## config.mk

```make
export PLATFORM = sky130hd
export DESIGN_NAME = strap_mode_latch
export DESIGN_NICKNAME = d
export VERILOG_FILES = /design/src/rtl/strap_cfg_pkg.sv /design/src/rtl/strap_capture.sv /design/src/rtl/strap_mode_decode.sv /design/src/rtl/strap_addr_map.sv /design/src/rtl/pin_default_gen.sv /design/src/rtl/strap_mode_latch.sv
export SDC_FILE = /design/constraint.sdc
export NUM_CORES = 1
export LEC_CHECK = 0
export BUFFER_PORTS_ARGS = -buffer_cell sky130_fd_sc_hd__buf_2
export CAP_MARGIN = 20
export CORE_ASPECT_RATIO = 0.6
export CORE_MARGIN = 2
export CORE_UTILIZATION = 38
export DETAILED_ROUTE_END_ITERATION = 8
export PLACE_DENSITY = 0.86
export SYNTH_ARGS = -nofsm -noshare
export SYNTH_HDL_FRONTEND = slang
export SYNTH_SLANG_ARGS = --single-unit
```

## constraint.sdc

```tcl
create_clock -name clk -period 2.3 [get_ports clk]
set_input_delay 0.46 -clock clk [delete_from_list [all_inputs] [get_ports clk]]
set_output_delay 0.46 -clock clk [all_outputs]
set_load 0.1 [all_outputs]
```

## src/rtl/strap_cfg_pkg.sv

```systemverilog
// Shared types for the strap latch: operating mode and per-pin function codes.
// Assumes the encodings below are decoded unchanged by pin-mux logic elsewhere.
package strap_cfg_pkg;

    typedef enum logic [1:0] {
        MODE_GPIO_ONLY = 2'd0,
        MODE_PMU       = 2'd1,
        MODE_ALT_PMU   = 2'd2
    } op_mode_e;

    typedef enum logic [1:0] {
        PIN_FN_GPIN    = 2'd0,
        PIN_FN_SPECIAL = 2'd1,
        PIN_FN_PWRCTL  = 2'd2
    } pin_fn_e;

endpackage

```

## src/rtl/strap_capture.sv

```systemverilog
// Generic strap register: it follows its input on every clock edge while the
// active-low reset is asserted and holds afterwards.
// Assumes that d_i is stable around the clock edges.
module strap_capture #(
    parameter int W = 1
) (
    input  logic         clk,
    input  logic         rst_n,
    input  logic [W-1:0] d_i,
    output logic [W-1:0] q_o
);

    // Sample while in reset; otherwise keep the last sample.
    always_ff @(posedge clk) begin
        if (!rst_n) q_o <= d_i;
        else        q_o <= q_o;
    end

endmodule

```

## src/rtl/strap_mode_decode.sv

```systemverilog
// Mode decoder: it turns the mode pin and power-good into the next mode code and
// derives the general-purpose pin count from the held mode.
// Assumes that the held mode comes from the strap register in the parent.
module strap_mode_decode
    import strap_cfg_pkg::*;
#(
    parameter int NUM_PINS = 20,
    parameter int NUM_PC   = 4,
    parameter int CNT_W    = $clog2(NUM_PINS + 1)
) (
    input  logic             mode_pin_i,
    input  logic             pwr_good_i,
    input  op_mode_e         held_mode_i,
    output op_mode_e         mode_next_o,
    output logic [CNT_W-1:0] gpio_count_o
);

    localparam int CORE_PINS = NUM_PINS - NUM_PC;

    // Two-pin mode decode.
    always_comb begin
        if (!mode_pin_i)     mode_next_o = MODE_GPIO_ONLY;
        else if (pwr_good_i) mode_next_o = MODE_ALT_PMU;
        else                 mode_next_o = MODE_PMU;
    end

    // Pins available as general-purpose I/O in the held mode.
    always_comb begin
        if (held_mode_i == MODE_GPIO_ONLY) gpio_count_o = CNT_W'(NUM_PINS);
        else                               gpio_count_o = CNT_W'(CORE_PINS);
    end

endmodule

```

## src/rtl/strap_addr_map.sv

```systemverilog
// Address mapper: a held select code maps to a consecutive slave address;
// codes at or above NUM_ADDR fall back to the base address.
// Assumes ADDR_BASE + NUM_ADDR - 1 fits in ADDR_W bits.
module strap_addr_map #(
    parameter int              SEL_W     = 3,
    parameter int              NUM_ADDR  = 6,
    parameter int              ADDR_W    = 7,
    parameter logic [ADDR_W-1:0] ADDR_BASE = 7'h2C
) (
    input  logic [SEL_W-1:0]  sel_i,
    output logic [ADDR_W-1:0] addr_o
);

    localparam logic [SEL_W:0] LIMIT = (SEL_W + 1)'(NUM_ADDR);

    // Range check, then offset from the base.
    always_comb begin
        if ({1'b0, sel_i} < LIMIT) addr_o = ADDR_BASE + ADDR_W'(sel_i);
        else                       addr_o = ADDR_BASE;
    end

endmodule

```

## src/rtl/pin_default_gen.sv

```systemverilog
// Per-pin default generator: it gives each pin a function code and an output
// enable for the held mode. Core-pin enables are gated by power-good and by reset.
// The top NUM_PC pins are power control and are never gated.
// Assumes that EVT_PIN, WAKE_PIN and BTN_PIN are core pins.
module pin_default_gen
    import strap_cfg_pkg::*;
#(
    parameter int NUM_PINS = 20,
    parameter int NUM_PC   = 4,
    parameter int EVT_PIN  = 0,
    parameter int WAKE_PIN = 1,
    parameter int BTN_PIN  = 15
) (
    input  logic                  rst_n,
    input  op_mode_e              mode_i,
    input  logic                  pwr_good_i,
    output logic [2*NUM_PINS-1:0] func_o,
    output logic [NUM_PINS-1:0]   oe_o
);

    localparam int CORE_PINS = NUM_PINS - NUM_PC;

    for (genvar i = 0; i < NUM_PINS; i++) begin : g_pin
        pin_fn_e fn;
        logic    drive;

        if (i >= CORE_PINS) begin : g_pwr
            // Power-control pins take over in both management modes.
            always_comb begin
                if (mode_i == MODE_GPIO_ONLY) begin
                    fn    = PIN_FN_GPIN;
                    drive = 1'b0;
                end else begin
                    fn    = PIN_FN_PWRCTL;
                    drive = 1'b1;
                end
            end
            assign oe_o[i] = drive;
        end else begin : g_core
            // Core pins: dedicated functions exist only in management mode.
            always_comb begin
                fn    = PIN_FN_GPIN;
                drive = 1'b0;
                if (mode_i == MODE_PMU) begin
                    if (i == EVT_PIN || i == WAKE_PIN) begin
                        fn    = PIN_FN_SPECIAL;
                        drive = 1'b1;
                    end else if (i == BTN_PIN) begin
                        fn    = PIN_FN_SPECIAL;
                    end
                end
            end
            assign oe_o[i] = drive & pwr_good_i & rst_n;
        end

        assign func_o[2*i +: 2] = fn;
    end

endmodule

```

## src/rtl/strap_mode_latch.sv

```systemverilog
// Top of the strap latch: captures mode, ID and address straps during reset,
// holds them, and publishes the derived mode, address and pin defaults.
// Assumes a synchronous active-low reset held for at least one clock edge.
module strap_mode_latch
    import strap_cfg_pkg::*;
#(
    parameter int              NUM_PINS  = 20,
    parameter int              NUM_PC    = 4,
    parameter int              NUM_ID    = 5,
    parameter int              SEL_W     = 3,
    parameter int              NUM_ADDR  = 6,
    parameter int              ADDR_W    = 7,
    parameter logic [ADDR_W-1:0] ADDR_BASE = 7'h2C,
    parameter int              EVT_PIN   = 0,
    parameter int              WAKE_PIN  = 1,
    parameter int              BTN_PIN   = 15,
    parameter int              CNT_W     = $clog2(NUM_PINS + 1)
) (
    input  logic                  clk,
    input  logic                  rst_n,
    input  logic                  mode_pin_i,
    input  logic                  pwr_good_i,
    input  logic [NUM_ID-1:0]     id_strap_i,
    input  logic [SEL_W-1:0]      addr_strap_i,
    output logic [1:0]            op_mode_o,
    output logic [CNT_W-1:0]      gpio_count_o,
    output logic [NUM_ID-1:0]     id_reg_o,
    output logic [ADDR_W-1:0]     slave_addr_o,
    output logic [2*NUM_PINS-1:0] pin_func_o,
    output logic [NUM_PINS-1:0]   pin_oe_o
);

    // Bits cleared in the ID capture when those pins are outputs by default.
    function automatic logic [NUM_ID-1:0] pmu_id_mask();
        logic [NUM_ID-1:0] m;
        m           = '1;
        m[EVT_PIN]  = 1'b0;
        m[WAKE_PIN] = 1'b0;
        return m;
    endfunction

    localparam logic [NUM_ID-1:0] PMU_ID_MASK = pmu_id_mask();

    op_mode_e          mode_next;
    op_mode_e          mode_held;
    logic [1:0]        mode_q;
    logic [NUM_ID-1:0] id_d;
    logic [SEL_W-1:0]  sel_q;

    strap_mode_decode #(
        .NUM_PINS (NUM_PINS),
        .NUM_PC   (NUM_PC),
        .CNT_W    (CNT_W)
    ) u_decode (
        .mode_pin_i   (mode_pin_i),
        .pwr_good_i   (pwr_good_i),
        .held_mode_i  (mode_held),
        .mode_next_o  (mode_next),
        .gpio_count_o (gpio_count_o)
    );

    // ID capture value masked by the mode decoded in the same cycle.
    always_comb begin
        if (mode_next == MODE_PMU) id_d = id_strap_i & PMU_ID_MASK;
        else                       id_d = id_strap_i;
    end

    strap_capture #(.W(2)) u_mode_reg (
        .clk   (clk),
        .rst_n (rst_n),
        .d_i   (mode_next),
        .q_o   (mode_q)
    );

    strap_capture #(.W(NUM_ID)) u_id_reg (
        .clk   (clk),
        .rst_n (rst_n),
        .d_i   (id_d),
        .q_o   (id_reg_o)
    );

    strap_capture #(.W(SEL_W)) u_sel_reg (
        .clk   (clk),
        .rst_n (rst_n),
        .d_i   (addr_strap_i),
        .q_o   (sel_q)
    );

    assign mode_held = op_mode_e'(mode_q);
    assign op_mode_o = mode_q;

    strap_addr_map #(
        .SEL_W     (SEL_W),
        .NUM_ADDR  (NUM_ADDR),
        .ADDR_W    (ADDR_W),
        .ADDR_BASE (ADDR_BASE)
    ) u_addr (
        .sel_i  (sel_q),
        .addr_o (slave_addr_o)
    );

    pin_default_gen #(
        .NUM_PINS (NUM_PINS),
        .NUM_PC   (NUM_PC),
        .EVT_PIN  (EVT_PIN),
        .WAKE_PIN (WAKE_PIN),
        .BTN_PIN  (BTN_PIN)
    ) u_pins (
        .rst_n      (rst_n),
        .mode_i     (mode_held),
        .pwr_good_i (pwr_good_i),
        .func_o     (pin_func_o),
        .oe_o       (pin_oe_o)
    );

endmodule

```

==> results of run 1 <==
## layout by cell type, fill, tap and decap left out, drive strengths merged
cell	instances
conb	53
buf	37
edfxtp	10
inv	3
and2	3
clkbuf	3
nand2b	2
nor2b	2
clkinvlp	1
and3	1
a21boi	1
or2	1
## stage by stage
stage	std cells	setup slack [ns]	hold slack, ns	total power [mW]
detailed placement	144	0.650	0.638	0.927
CTS	147	0.405	0.405	1.10
global route	147	0.360	0.402	1.12
global placement	144	0.659	0.637	0.925
finish	147	0.413	0.410	1.09
floorplan	143	-0.0450	0.559	0.979
## critical path: stages, from the launching register on
cell	delay, ns
edfxtp_1	0.43
nor2b_4	0.16
and3_4	0.18
buf_2	0.42
## report_power, final
part,leakage (nW),switching [mW],internal [mW]
combinational,0.377,0.660,0.0400
clock,0.0216,0.0546,0.113
sequential,0.0974,0.00601,0.218
## worst paths after layout
kind | to | depth (start not counted)
worst max-delay path | pin_oe_o[1] | 3
worst min-delay path | u_id_reg.q_o[4]$_DFFE_PN_ | 1
## state kept, by name, summed over array words and instances (netlist names)
| register | flops |
|---|---|
| u_id_reg.q_o | 5 |
| u_mode_reg.q_o | 2 |
| u_sel_reg.q_o | 3 |
## cell type report
type	count	share of cell area, %
multi-input cells	63	33.0
clock buffers	3	4.74
repair buffers	37	21.3
inverters	4	2.16
flip-flops and latches	10	34.5
well taps	30	4.31
## layer usage
layer	part of all wire (%)	track usage [%]	wire length, um
met4	0	3.67	0
met5	0	0	0
met2	56	10.8	572
met1	33	7.80	339
met3	11	1.63	114
## cells by family after synthesis
kind of cell           share of synthesized area [%]
AO/OA/AOI/OAI                                  0.835
flip-flops                                      33.4
buffers and inverters                           56.7
other                                          0.835
AND/OR/NAND/NOR                                 8.21
==> results.sh, run 1 <==
export IMPL_dp_hpwl_um=931
export IMPL_crit_path_end_kind="output port"
export IMPL_period_needed_ns=1.89
export IMPL_tritoncts="done"
export IMPL_ctsHoldBuffers=0
export IMPL_grt_setup_unrepaired="false"
export IMPL_finalSetupViolCount=0
export IMPL_path_clk_slew_ns=0.04
export IMPL_async_flop_share_pct=0
export IMPL_hp_start="id_strap_i[4]"
export IMPL_cp_start_kind="flop"
export IMPL_cp_max_fo=4
export IMPL_grt_pass1_wl_um=1380
export IMPL_num_antenna_cells=0
export IMPL_dieArea_mm2=0.00279
export IMPL_synth_most_common_cell="buf_4"
export IMPL_drive_gt1_share_pct=39.3
export IMPL_syn_area_um2=900
export IMPL_synth_top_area_share_pct=55.1
export IMPL_p_per_area_mw_per_mm2=1250
export IMPL_startpoint="u_mode_reg.q_o[1]$_DFFE_PN_"
export IMPL_initial_utilization_pct=41.0
export IMPL_synth_area_leaders="buf_4 55%, edfxtp_1 33%, and2_1 2.1%"
export IMPL_die_h_um=41.7
export IMPL_grt_usage_pct=6.56
export IMPL_setup_tns_ns=0
export IMPL_vias=434
export IMPL_io_pin_count=91
export IMPL_synth_edf_count=10
export IMPL_ys_flop_type="edfxtp_1"
export IMPL_multi_input_area_um2=288
export IMPL_maxCapViolations=0
export IMPL_wl_um=1030
export IMPL_floorplan_rows=13
export IMPL_antenna_found_initial=0
export IMPL_gr_total_overflow=0
export IMPL_outcome="complete, no violations"
export IMPL_root_buffer="clkbuf_8"
export IMPL_nFillCells=228
export IMPL_core_area_mm2=0.00220
export IMPL_fmax_mhz=530
export IMPL_seq_area_um2=300
export IMPL_synth_largest_area_cell="buf_4"
export IMPL_path_class="reg -> out"
export IMPL_fin_nets=131
export IMPL_hold_viol_final=0
export IMPL_grt_pass1_vias=295
export IMPL_viasPerCell=2.95
export IMPL_clkSinkCount=10
export IMPL_dr_pass1_iters=3
export IMPL_crit_required_ns=1.84
export IMPL_cts_buffer_depth=2
export IMPL_routedWlPerCell_um=6.98
export IMPL_gp_congestion=0.618
export IMPL_synth_seq_area_share_pct=33.4
export IMPL_ant_nets=0
export IMPL_ys_types=12
export IMPL_area_delta_synth_final_pct=-3.20
export IMPL_fin_util_pct=39.7
export IMPL_ctsResizeCount=0
export IMPL_yosys_top_cells_count="66 x buf_4, 10 x edfxtp_1, 4 x inv_1"
export IMPL_p_leak_nw=0.496
export IMPL_vdd_drop_max_mv=0.376
export IMPL_drt_iter0_drc=2
export IMPL_drc=0
export IMPL_finalCritPeriodShare_pct=82.0
export IMPL_ys_ff_latch=10
export IMPL_grt_max_degree=11
export IMPL_placedInstanceArea_um2=830
export IMPL_htreeDepth=1
export IMPL_yosysWarnings=0
export IMPL_final_max_slew_viol_count=0
export IMPL_io_buffers=37
export IMPL_numCtsBuffers=3
export IMPL_syn_area_per_cell_um2=9.78
export IMPL_cts_setup_buffers=0
export IMPL_hold_class="in -> reg"
export IMPL_netlist_instances=92
export IMPL_die_w_um=66.8
export IMPL_finalInstanceArea_um2=871
export IMPL_worstPathArrival_ns=1.43
Note: power is estimated with default switching activity, not from simulation.
==> run 2: changes to the inputs <==
--- a/config.mk
+++ b/config.mk
@@ -9,9 +9,9 @@
 export CAP_MARGIN = 20
 export CORE_ASPECT_RATIO = 0.6
 export CORE_MARGIN = 2
-export CORE_UTILIZATION = 38
+export CORE_UTILIZATION = 35
 export DETAILED_ROUTE_END_ITERATION = 8
-export PLACE_DENSITY = 0.86
+export PLACE_DENSITY = 0.8
 export SYNTH_ARGS = -nofsm -noshare
 export SYNTH_HDL_FRONTEND = slang
 export SYNTH_SLANG_ARGS = --single-unit
==> constraint.sdc (replaced) <==
create_clock -name clk -period 1.84 [get_ports clk]
set_input_delay 0.368 -clock clk [delete_from_list [all_inputs] [get_ports clk]]
set_output_delay 0.368 -clock clk [all_outputs]
set_load 0.1 [all_outputs]
==> results.sh, run 2 (synthesis results as in run 1) <==
export IMPL_hold_viol_final=0
export IMPL_crit_required_ns=1.47
export IMPL_routedWlPerCell_um=7.29
export IMPL_fin_util_pct=37.8
export IMPL_dp_hpwl_um=947
export IMPL_grt_pass1_wl_um=1430
export IMPL_placedInstanceArea_um2=888
export IMPL_vdd_drop_max_mv=0.660
export IMPL_gp_congestion=0.608
export IMPL_ant_nets=0
export IMPL_grt_setup_unrepaired="false"
export IMPL_floorplan_rows=14
export IMPL_drc=0
export IMPL_tritoncts="done"
export IMPL_dp_slack_ns=0.445
export IMPL_fin_ws_ns=0.204
export IMPL_place_inst=146
export IMPL_cts_setup_buffers=0
export IMPL_drt_iter0_drc=3
export IMPL_clkSinkCount=10
export IMPL_grt_max_degree=11
export IMPL_numCtsBuffers=3
export IMPL_maxCapViolations=0
export IMPL_viasPerCell=3.12
export IMPL_finalPower_mw=1.40
export IMPL_final_common_cell="conb_1"
export IMPL_die_w_um=69.5
export IMPL_drive_gt1_share_pct=40.7
export IMPL_area_delta_synth_final_pct=3.76
export IMPL_p_per_area_mw_per_mm2=1500
export IMPL_vias=468
export IMPL_final_cell_mix="53 x conb_1, 34 x buf_2, 10 x edfxtp_1"
export IMPL_finalCritPeriodShare_pct=88.9
export IMPL_path_clk_slew_ns=0.05
export IMPL_cts_buffer_depth=2
export IMPL_ctsHoldBuffers=0
export IMPL_crit_path_end_kind="output port"
export IMPL_cp_start_kind="flop"
export IMPL_grt_usage_pct=6.60
export IMPL_worstPathArrival_ns=1.27
export IMPL_outcome="complete, no violations"
export IMPL_cp_max_fo=3
export IMPL_wl_um=1090
export IMPL_path_class="reg -> out"
export IMPL_finalSetupViolCount=0
export IMPL_io_pin_count=91
export IMPL_htreeDepth=1
export IMPL_p_leak_nw=0.506
export IMPL_finalInstanceArea_um2=933
export IMPL_fin_nets=131
export IMPL_root_buffer="clkbuf_8"
export IMPL_hold_class="in -> reg"
export IMPL_core_area_mm2=0.00247
export IMPL_antenna_found_initial=0
export IMPL_period_needed_ns=1.64
export IMPL_io_buffers=37
export IMPL_num_antenna_cells=0
export IMPL_grt_pass1_vias=327
export IMPL_ctsResizeCount=0
export IMPL_initial_utilization_pct=36.4
export IMPL_fmax_mhz=611
export IMPL_final_cells=150
export IMPL_final_max_slew_viol_count=0
export IMPL_gr_total_overflow=0
export IMPL_die_h_um=43.3
export IMPL_dr_pass1_iters=3
export IMPL_dieArea_mm2=0.00301
export IMPL_regMostFlops="u_id_reg.q_o"
export IMPL_reg_top3="u_id_reg.q_o x5, u_sel_reg.q_o x3, u_mode_reg.q_o x2"
export IMPL_nFillCells=252
export IMPL_largest_reg_flops=5
run 2: changes by cell type in the layout (fill, tap and decap cells not counted):
cell        change
nor2b_1         -1
nand2b_2        -1
nand2b_4        +1
nor2b_2         +1
inv_1           -1
clkinv_1        +1
buf_2           -3
buf_12          +3
clkinvlp_4      +1
run 2: per-layer routing:
metal	vias up	track usage (%)	share of wire, %
met5	-	0	0
met4	0	3.53	1.0
met3	2	3.56	15
met2	44	10.8	49
met1	206	6.96	35
li1	216	-	-
run 2: through the flow:
stage	hold WS [ns]	setup TNS, ns
floorplan	0.467	-2.83
global placement	0.545	0
detailed placement	0.546	0
CTS	0.302	0
global route	0.303	0
finish	0.309	0
run 2: worst paths after layout:
path                                       start                   endpoint  slack (ns)  cells past startpoint
worst max-delay path  u_sel_reg.q_o[1]$_DFFE_PN_            slave_addr_o[4]        0.20                      3
worst min-delay path               id_strap_i[3]  u_id_reg.q_o[3]$_DFFE_PN_        0.31                      1
run 2: area by class of cell:
cell class / count / area [um^2] / share of cell area, %
timing repair buffer: 37 / 230 / 24.7
clock inverter: 1 / 3.75 / 0.402
tap: 32 / 40.0 / 4.29
inverter: 4 / 22.5 / 2.41
sequential: 10 / 300 / 32.2
multi-input combinational: 63 / 295 / 31.6
clock buffer: 3 / 41.3 / 4.42
run 2: worst max-delay path, cell delays in order (launching register included):
cell	delay (ns)
edfxtp_1	0.40
nand2b_4	0.17
clkinvlp_4	0.06
buf_2	0.41
run 2: where the power goes:
| group | total (mW) | internal [mW] | leakage (nW) | switching (mW) |
|---|---|---|---|---|
| Clock | 0.225 | 0.146 | 0.0231 | 0.0794 |
| Combinational | 0.889 | 0.0621 | 0.385 | 0.827 |
| Sequential | 0.282 | 0.272 | 0.0974 | 0.00910 |
==> run 3: changes to the inputs <==
--- a/config.mk
+++ b/config.mk
@@ -11,6 +11,7 @@
 export CORE_MARGIN = 2
 export CORE_UTILIZATION = 35
 export DETAILED_ROUTE_END_ITERATION = 8
+export MAX_ROUTING_LAYER = met4
 export PLACE_DENSITY = 0.8
 export SYNTH_ARGS = -nofsm -noshare
 export SYNTH_HDL_FRONTEND = slang
==> results.sh, run 3 (synthesis results as in run 1) <==
export IMPL_gr_total_overflow=0
export IMPL_hold_slack_ns=0.309
export IMPL_path_clk_slew_ns=0.05
export IMPL_root_buffer="clkbuf_8"
export IMPL_drt_iter0_drc=3
export IMPL_cp_max_fo=3
export IMPL_die_h_um=43.3
export IMPL_floorplan_rows=14
export IMPL_num_antenna_cells=0
export IMPL_finalSetupViolCount=0
export IMPL_finalCritPeriodShare_pct=88.9
export IMPL_ctsHoldBuffers=0
export IMPL_clkSinkCount=10
export IMPL_die_w_um=69.5
export IMPL_fin_util_pct=37.8
export IMPL_crit_chain="nand2b_4 > clkinvlp_4 > buf_2"
export IMPL_maxCapViolations=0
export IMPL_finalPower_mw=1.40
export IMPL_reg_top3="u_id_reg.q_o x5, u_sel_reg.q_o x3, u_mode_reg.q_o x2"
export IMPL_vias=466
export IMPL_regMostFlops="u_id_reg.q_o"
export IMPL_final_max_slew_viol_count=0
export IMPL_fmax_mhz=611
export IMPL_largest_reg_flops=5
export IMPL_io_buffers=37
export IMPL_worstPathArrival_ns=1.27
export IMPL_dieArea_mm2=0.00301
export IMPL_ant_nets=0
export IMPL_hold_class="in -> reg"
export IMPL_crit_slowest_cell="buf_2"
export IMPL_hold_viol_final=0
export IMPL_p_per_area_mw_per_mm2=1500
export IMPL_wl_um=1090
export IMPL_final_cell_mix="53 x conb_1, 34 x buf_2, 10 x edfxtp_1"
export IMPL_period_needed_ns=1.64
export IMPL_ctsResizeCount=0
export IMPL_outcome="complete, no violations"
export IMPL_routedWlPerCell_um=7.29
export IMPL_p_leak_nw=0.506
export IMPL_startpoint="u_sel_reg.q_o[1]$_DFFE_PN_"
export IMPL_viasPerCell=3.11
export IMPL_drive_gt1_share_pct=40.7
export IMPL_final_common_cell="conb_1"
export IMPL_dp_slack_ns=0.445
export IMPL_numCtsBuffers=3
export IMPL_antenna_found_initial=0
export IMPL_gp_congestion=0.612
export IMPL_endpoint="slave_addr_o[4]"
export IMPL_cts_buffer_depth=2
export IMPL_core_area_mm2=0.00247
export IMPL_dp_hpwl_um=947
export IMPL_slowest_delay_ns=0.41
export IMPL_cp_start_kind="flop"
export IMPL_dr_pass1_iters=3
export IMPL_crit_path_end_kind="output port"
export IMPL_final_cells=150
export IMPL_grt_pass1_wl_um=1420
export IMPL_place_inst=146
export IMPL_grt_usage_pct=6.79
export IMPL_htreeDepth=1
export IMPL_grt_pass1_vias=331
export IMPL_path_class="reg -> out"
export IMPL_vdd_drop_max_mv=0.660
export IMPL_crit_required_ns=1.47
export IMPL_drc=0
export IMPL_area_delta_synth_final_pct=3.76
export IMPL_io_pin_count=91
export IMPL_tritoncts="done"
export IMPL_fin_nets=131
export IMPL_cts_setup_buffers=0
export IMPL_grt_setup_unrepaired="false"
export IMPL_fin_ws_ns=0.205
export IMPL_initial_utilization_pct=36.4
export IMPL_grt_max_degree=11
-- run 3: cell counts in the layout (fill, tap and decap cells not counted) --
Identical to the previous run, type by type.
-- run 3: through the flow --
stage	TNS [ns]	cell area, um^2
5_1_grt	0	933
6_report	0	933
3_5_place_dp	0	888
2_1_floorplan	-2.83	1220
3_3_place_gp	0	888
4_1_cts	0	933
-- run 3: final cells by class --
cell class | instances | area [um^2]
clock inverters | 1 | 3.75
multi-input cells | 63 | 295
fillers | 252 | 1540
inverters | 4 | 22.5
flip-flops and latches | 10 | 300
well taps | 32 | 40.0
clock buffers | 3 | 41.3
repair buffers | 37 | 230
-- run 3: power breakdown --
part / leakage [nW] / total [mW] / internal (mW) / switching, mW
Combinational: 0.385 / 0.889 / 0.0621 / 0.827
Sequential: 0.0974 / 0.282 / 0.272 / 0.00910
Clock: 0.0231 / 0.225 / 0.146 / 0.0794
-- run 3: how the worst min path moves through the flow --
stage	endpoint	slack (ns)	from	depth (start not counted)
finish	u_id_reg.q_o[3]$_DFFE_PN_	0.31	id_strap_i[3]	1
detailed placement	u_sel_reg.q_o[1]$_DFFE_PN_	0.55	addr_strap_i[1]	1
floorplan	u_id_reg.q_o[2]$_DFFE_PN_	0.47	id_strap_i[2]	0
CTS	u_id_reg.q_o[3]$_DFFE_PN_	0.30	id_strap_i[3]	1
global placement	u_sel_reg.q_o[1]$_DFFE_PN_	0.54	addr_strap_i[1]	1
global route	u_id_reg.q_o[4]$_DFFE_PN_	0.30	id_strap_i[4]	1
-- run 3: layer usage --
layer / part of all wire, % / global-route usage, % / vias to the layer above
met3: 14 / 3.56 / 2
li1: - / - / 216
met4: 1.0 / 3.53 / 0
met5: 0 / - / -
met1: 36 / 6.96 / 206
met2: 49 / 10.8 / 42
-- run 3: critical path, delay by kind of cell (launching register included) --
family / cells / cell delay (ns)
buffers and inverters: 2 / 0.47
DFF: 1 / 0.40
and+or+nand+nor: 1 / 0.17
